$ cat src/rtl/sysctl_regs.sv
module sysctl_regs #(
  parameter int          NCORES   = 2,
  parameter logic [31:0] VEC0_RST = 32'h1000_0000,
  parameter logic [31:0] VEC1_RST = 32'h1000_0000,
  parameter logic [NCORES-1:0] WAIT_RST = '0
) (
  input  logic              clk,
  input  logic              rst_n,
  input  logic              psel,
  input  logic              penable,
  input  logic              pwrite,
  input  logic [11:0]       paddr,
  input  logic [31:0]       pwdata,
  output logic [31:0]       prdata,
  output logic              pready,
  output logic              pslverr,
  output logic [NCORES-1:0] core_release,
  output logic              sys_reset_req,
  output logic [31:0]       boot_vec0,
  output logic [31:0]       boot_vec1
);
  localparam logic [9:0] W_DBG   = 10'h000, W_DSET = 10'h001, W_DCLR = 10'h002;
  localparam logic [9:0] W_CAUSE = 10'h040, W_MASK = 10'h041, W_SWRST = 10'h042;
  localparam logic [9:0] W_RET   = 10'h043, W_VEC0 = 10'h044, W_VEC1  = 10'h045;
  localparam logic [9:0] W_WAIT  = 10'h046, W_PWR  = 10'h048;
  localparam logic [9:0] W_SENSE = 10'h080, W_ID   = 10'h3F4;
  localparam int NSENSE = 6;

  logic [31:0] dbg_q, cause_q, mask_q, ret_q, vec0_q, vec1_q;
  logic [NCORES-1:0] wait_q;
  logic [1:0]  pwr_q;
  logic [31:0] sense_q [NSENSE];

  logic [9:0] widx;
  logic acc, wr, rd, mapped, ro_hit, is_sense, is_id;
  logic [2:0] sidx;
  logic [31:0] rdata;

  assign widx  = paddr[11:2];
  assign acc   = psel & penable;
  assign wr    = acc & pwrite;
  assign rd    = acc & ~pwrite;
  assign pready = 1'b1;
  assign is_id = widx >= W_ID;
  assign boot_vec0 = {vec0_q[31:7], 7'b0};
  assign boot_vec1 = vec1_q;

  function automatic logic [7:0] id_byte(input logic [3:0] i);
    case (i)
      4'd0: id_byte = 8'h04;  4'd4: id_byte = 8'h54;  4'd5: id_byte = 8'hB8;
      4'd6: id_byte = 8'h0B;  4'd8: id_byte = 8'h0D;  4'd9: id_byte = 8'hF0;
      4'd10: id_byte = 8'h05; 4'd11: id_byte = 8'hB1;
      default: id_byte = 8'h00;
    endcase
  endfunction

  always_comb begin
    is_sense = 1'b0;
    sidx = '0;
    case (widx)
      W_SENSE:          begin is_sense = 1'b1; sidx = 3'd0; end
      W_SENSE + 10'd1:  begin is_sense = 1'b1; sidx = 3'd1; end
      W_SENSE + 10'd3:  begin is_sense = 1'b1; sidx = 3'd2; end
      W_SENSE + 10'd4:  begin is_sense = 1'b1; sidx = 3'd3; end
      W_SENSE + 10'd5:  begin is_sense = 1'b1; sidx = 3'd4; end
      W_SENSE + 10'd6:  begin is_sense = 1'b1; sidx = 3'd5; end
      default: ;
    endcase
  end

  always_comb begin
    rdata  = '0;
    mapped = 1'b1;
    ro_hit = 1'b0;
    case (widx)
      W_DBG:   begin rdata = dbg_q; ro_hit = 1'b1; end
      W_DSET, W_DCLR, W_SWRST: rdata = '0;
      W_CAUSE: rdata = cause_q;
      W_MASK:  rdata = mask_q;
      W_RET:   rdata = ret_q;
      W_VEC0:  rdata = vec0_q;
      W_VEC1:  rdata = vec1_q;
      W_WAIT:  rdata = 32'(wait_q);
      W_PWR:   rdata = {30'b0, pwr_q};
      default:
        if (is_sense) rdata = sense_q[sidx];
        else if (is_id) begin
          rdata = {24'b0, id_byte(4'(widx - W_ID))};
          ro_hit = 1'b1;
        end else mapped = 1'b0;
    endcase
  end

  assign prdata  = rd ? rdata : '0;
  assign pslverr = acc & (~mapped | (pwrite & (ro_hit |
                   (widx == W_VEC0 & vec0_q[0]) | (widx == W_PWR & ~pwr_q[0]))));

  always_ff @(posedge clk or negedge rst_n) begin
    if (!rst_n) begin
      dbg_q <= '0; cause_q <= 32'd1; mask_q <= '0; ret_q <= '0;
      vec0_q <= VEC0_RST; vec1_q <= VEC1_RST; wait_q <= WAIT_RST;
      pwr_q <= 2'b01; core_release <= '0; sys_reset_req <= 1'b0;
      for (int i = 0; i < NSENSE; i++) sense_q[i] <= (i == 0) ? 32'h7F : 32'h0;
    end else begin
      core_release  <= '0;
      sys_reset_req <= 1'b0;
      if (wr) begin
        case (widx)
          W_DSET:  dbg_q <= dbg_q | pwdata;
          W_DCLR:  dbg_q <= dbg_q & ~pwdata;
          W_CAUSE: cause_q <= pwdata;
          W_MASK:  mask_q <= pwdata;
          W_SWRST: sys_reset_req <= pwdata[9];
          W_RET:   ret_q <= pwdata;
          W_VEC0:  if (!vec0_q[0]) vec0_q <= pwdata;
          W_VEC1:  vec1_q <= pwdata;
          W_WAIT: begin
            core_release <= wait_q & ~pwdata[NCORES-1:0];
            wait_q <= pwdata[NCORES-1:0];
          end
          W_PWR:   if (pwr_q[0]) pwr_q <= pwdata[1:0];
          default: if (is_sense) sense_q[sidx] <= pwdata;
        endcase
      end
    end
  end

  p_vec0_lock_r3: assert property (@(posedge clk) disable iff (!rst_n)
    vec0_q[0] |=> vec0_q[0] && $stable(vec0_q));
  p_release_cause_r5: assert property (@(posedge clk) disable iff (!rst_n)
    (|core_release) |-> $past(wr && widx == W_WAIT));
  p_sysrst_pulse_r7: assert property (@(posedge clk) disable iff (!rst_n)
    sys_reset_req |=> !sys_reset_req);
  p_pwr_locked_r8: assert property (@(posedge clk) disable iff (!rst_n)
    !pwr_q[0] |=> $stable(pwr_q));
  p_err_phase_r11: assert property (@(posedge clk) disable iff (!rst_n)
    pslverr |-> psel && penable);
  p_vec_mask_r4: assert property (@(posedge clk) disable iff (!rst_n)
    boot_vec0[6:0] == 7'b0);
endmodule

$ cat config.mk
export PLATFORM = sky130hd
export DESIGN_NAME = sysctl_regs
export DESIGN_NICKNAME = d
export VERILOG_FILES = /design/src/rtl/sysctl_regs.sv
export SDC_FILE = /design/constraint.sdc
export NUM_CORES = 1
export LEC_CHECK = 0
export ABC_CLOCK_PERIOD_IN_PS = 7200
export BUFFER_PORTS_ARGS = -buffer_cell sky130_fd_sc_hd__buf_4
export CAP_MARGIN = 10
export CORE_MARGIN = 2
export CORE_UTILIZATION = 45
export CTS_BUF_LIST = sky130_fd_sc_hd__clkbuf_4
export DETAILED_ROUTE_END_ITERATION = 6
export MAX_ROUTING_LAYER = met4
export PLACE_DENSITY = 0.62
export SLEW_MARGIN = 10
export SYNTH_ARGS = -nofsm -noshare
export SYNTH_HDL_FRONTEND = slang
export SYNTH_SLANG_ARGS = --single-unit
$ cat constraint.sdc
create_clock -name clk -period 7.2 [get_ports clk]
set_input_delay 1.8 -clock clk [delete_from_list [all_inputs] [get_ports clk]]
set_output_delay 1.8 -clock clk [all_outputs]
set_load 0.03 [all_outputs]
==> impl_metrics.py <==
metrics = {
    "routing": {
        "dr.pass1.iters": 7,
        "ant_nets": 0,
        "wl_um": 51900,
        "avgRoutedWirePerCell_um": 23.41,
        "vias": 13314,
        "routed_via_density": 6.005,
        "drtIter0Drc": 1041,
        "route.detailed.drc": 0,
    },
    "worst_setup_path": {
        "max_stage_delay_ns": 0.90,
        "r2r_start": "vec0_q[0]$_DFFE_PN0P_",
        "r2r_end": "vec0_q[27]$_DFFE_PN0P_",
        "critPathMaxFanout": 20,
        "r2r_slack_ns": 5.39,
        "worst_ep_arrival_time_ns": 5.04,
        "startpoint_type": "input port",
        "endpoint_kind": "output pin",
        "crit_path_top_delay_cell": "or2_1",
        "worst-setup-path-type": "in2out",
        "crit_required_ns": 5.40,
        "r2r_cells": 3,
        "cp_cell_sequence": "buf_4 > inv_1 > ha_1 > a22oi_1 > a311o_1 > or2_1 > buf_4 > o221ai_1 > o32ai_1 > buf_4",
        "path_common_cell": "buf_4",
    },
    "yosys": {
        "synthArstFlopShare_pct": 100.0,
        "syn_avg_cell_area_sq_um": 12.61,
        "seq_area_frac_synth_pct": 52.91,
        "synth-simple-area-share_pct": 4.783,
        "syn_area_sq_um": 18520,
        "synthXorXnorAreaFrac_pct": 0,
        "synth_top_family_by_area": "multiplexers",
        "synth_edf_count": 0,
        "synth-compound-area-share_pct": 13.46,
        "ys_ff_latch": 391,
        "synth_cell_types": 78,
        "syn-instance-count": 1469,
        "synth.top_cells.by_count": "380 x dfrtp_1, 332 x mux2_2, 87 x clkbuf_1",
        "synth_top_cell_area_share_pct": 51.35,
        "yosys.area_share.adder_pct": 0.6081,
        "synthTopCellsByArea": "dfrtp_1 51%, mux2_2 20%, mux2_1 2.6%",
        "synth.most_common_cell": "dfrtp_1",
        "synth.area.mux_share_pct": 23.50,
        "yosys_warnings": 0,
        "synth_ff_type": "dfrtp_1",
        "synth_top_cell_by_area": "dfrtp_1",
    },
    "die": {
        "start_util_pct": 45.46,
        "die_h_um": 206.9,
        "die-area_sq_um": 42790,
        "io_pins": 150,
        "fp.dieW_um": 206.9,
        "fp-row-count": 74,
        "core_region_area_sq_um": 40740,
    },
    "placed_design": {
        "gp_congestion": 0.9227,
        "dp_hpwl_um": 31880,
        "placed_area_sq_um": 20060,
        "port_buffers": 139,
        "place_inst": 2034,
    },
    "sta": {
        "slew_violations": 0,
        "max-slew-margin-rel_pct": 25.27,
        "timing.fmax_mhz": 146.1,
        "finalCritPeriodShare_pct": 95.04,
        "fin_crit_ns": 6.843,
        "setup_tns_ns": 0,
        "whs_ns": 0.4790,
        "setup_viol": 0,
        "tightest_slew_ns": 1.121,
        "finClkSkew_ns": 0.03952,
        "hold_viol": 0,
        "rsz0062_at_grt": "false",
    },
    "final_layout": {
        "area_growth_pct": 15.29,
        "fin_cells": 2217,
        "final_nets": 1666,
        "drive_gt1_share_pct": 43.65,
        "final_area_sq_um": 21350,
    },
    "outcome": {
        "status": "finished clean",
    },
    "pwr": {
        "p_total_mw": 4.306,
        "powerDensity_nw_per_um2": 201.7,
        "leakage_nw": 10.39,
        "ir_drop_v": 0.0001300,
    },
    "global_routing": {
        "grt_max_degree": 173,
        "grt_pass1_wl_um": 80340,
        "gr-total-overflow": 0,
        "antenna_found_initial": 1,
        "grt_pass1_vias": 13413,
        "grt_util_all_layers_pct": 25.57,
    },
    "clock_tree": {
        "ctsLongestPathBuffers": 3,
        "cts-root-buf": "clkbuf_4",
        "cts_tree": "yes",
        "htreeDepth": 3,
        "cts.sinks": 391,
        "insertion_delay_ns": 0.78,
        "ctsHoldBuffers": 0,
        "clk_pin_slew_ns": 0.07,
        "cts-resized-gates": 0,
        "numCtsBuffers": 104,
        "post-cts-setup-buffers": 0,
    },
    "worst_hold_path": {
        "hold_depth": 1,
        "min_from": "pwr_q[0]$_DFFE_PN1P_",
        "worst_hold_path.endpoint": "pwr_q[0]$_DFFE_PN1P_",
        "min_path_type": "reg2reg",
    },
    "run": {
        "cap_violations": 0,
    },
}
## metal layers
| metal | up-vias | GRT usage (%) | part of all wire [%] |
|---|---|---|---|
| met5 | - | - | 0 |
| met4 | 0 | 8.055 | 2.0 |
| met3 | 64 | 4.474 | 6.4 |
| met2 | 465 | 38.33 | 46 |
| met1 | 6902 | 35.50 | 46 |
| li1 | 5883 | - | - |
## worst max-delay path by stage
| stage | from | end | slack [ns] | cells after the start |
|---|---|---|---|---|
| after floorplan | paddr[2] | prdata[10] | 0.96 | 10 |
| after global placement | paddr[4] | prdata[23] | 0.46 | 10 |
| after detailed placement | paddr[4] | prdata[22] | 0.44 | 10 |
| after CTS | paddr[4] | prdata[22] | 0.43 | 10 |
| after global routing | paddr[4] | prdata[16] | 0.17 | 11 |
| final | paddr[4] | prdata[28] | 0.36 | 10 |
## stage by stage
step | utilization [%] | setup slack, ns
2_1_floorplan | - | 0.9589
3_3_place_gp | 49.23 | 0.4648
3_5_place_dp | 49.23 | 0.4401
4_1_cts | 52.40 | 0.4340
5_1_grt | 52.41 | 0.1682
6_report | 52.41 | 0.3571
## cells in the final DEF, fill, tap and decap left out, types with 5 or more instances in the layout
master,synthesis,routed
a211oi_1,19,18
a21oi_1,82,82
a221oi_1,18,18
a222oi_1,32,32
a22oi_1,25,25
a31oi_1,34,34
buf_12,0,5
buf_4,33,191
clkbuf_4,0,154
clkinv_1,0,22
conb_1,2,8
dfrtp_1,380,380
dfstp_2,11,11
ha_1,9,9
inv_1,8,8
mux2_1,42,42
mux2_2,332,332
mux2i_1,14,14
nand2_1,40,40
nand3_1,13,11
nand4_1,6,6
nor2_1,46,41
nor2b_1,10,9
o21ai_0,12,12
o21bai_1,10,10
o221ai_1,21,21
o22ai_1,17,17
o32ai_1,12,12
o41ai_1,8,8
## cell families after synthesis
logic type / after synthesis
multiplexers: 388
buffers and inverters: 178
adder cells (fa/ha/maj): 9
other: 2
flip-flops: 391
AO/OA/AOI/OAI: 338
AND/OR/NAND/NOR: 163
## registers in the layout, indices dropped and copies added, names as in the netlist, named ones only
register and flops:
sense_q 192, boot_vec1 32, cause_q 32, mask_q 32
ret_q 32, vec0_q 32, core_release 2, pwr_q 2
wait_q 2, sys_reset_req 1
## layout make-up
class	count	area, sq um
Antenna cell	1	2.502
Clock buffer	154	1156
Clock inverter	28	135.1
Fill cell	3646	19390
Inverter	8	30.03
Multi-Input combinational cell	906	8014
Sequential cell	391	9798
Tap cell	532	665.6
Timing Repair Buffer	197	1549
## critical path, delay by kind of cell
family / cells / cell delay, ns
and+or+nand+nor: 1 / 0.90
AOI/OAI and AO/OA: 4 / 1.29
buffers and inverters: 4 / 0.69
adders and majority gates: 1 / 0.33
## report_power, final
part | switching (mW) | internal (mW)
combinational | 0.141 | 0.0519
clock | 0.896 | 1.01
sequential | 0.00463 | 2.21
total | 1.04 | 3.26
Note: power is estimated with default switching activity, not from simulation.
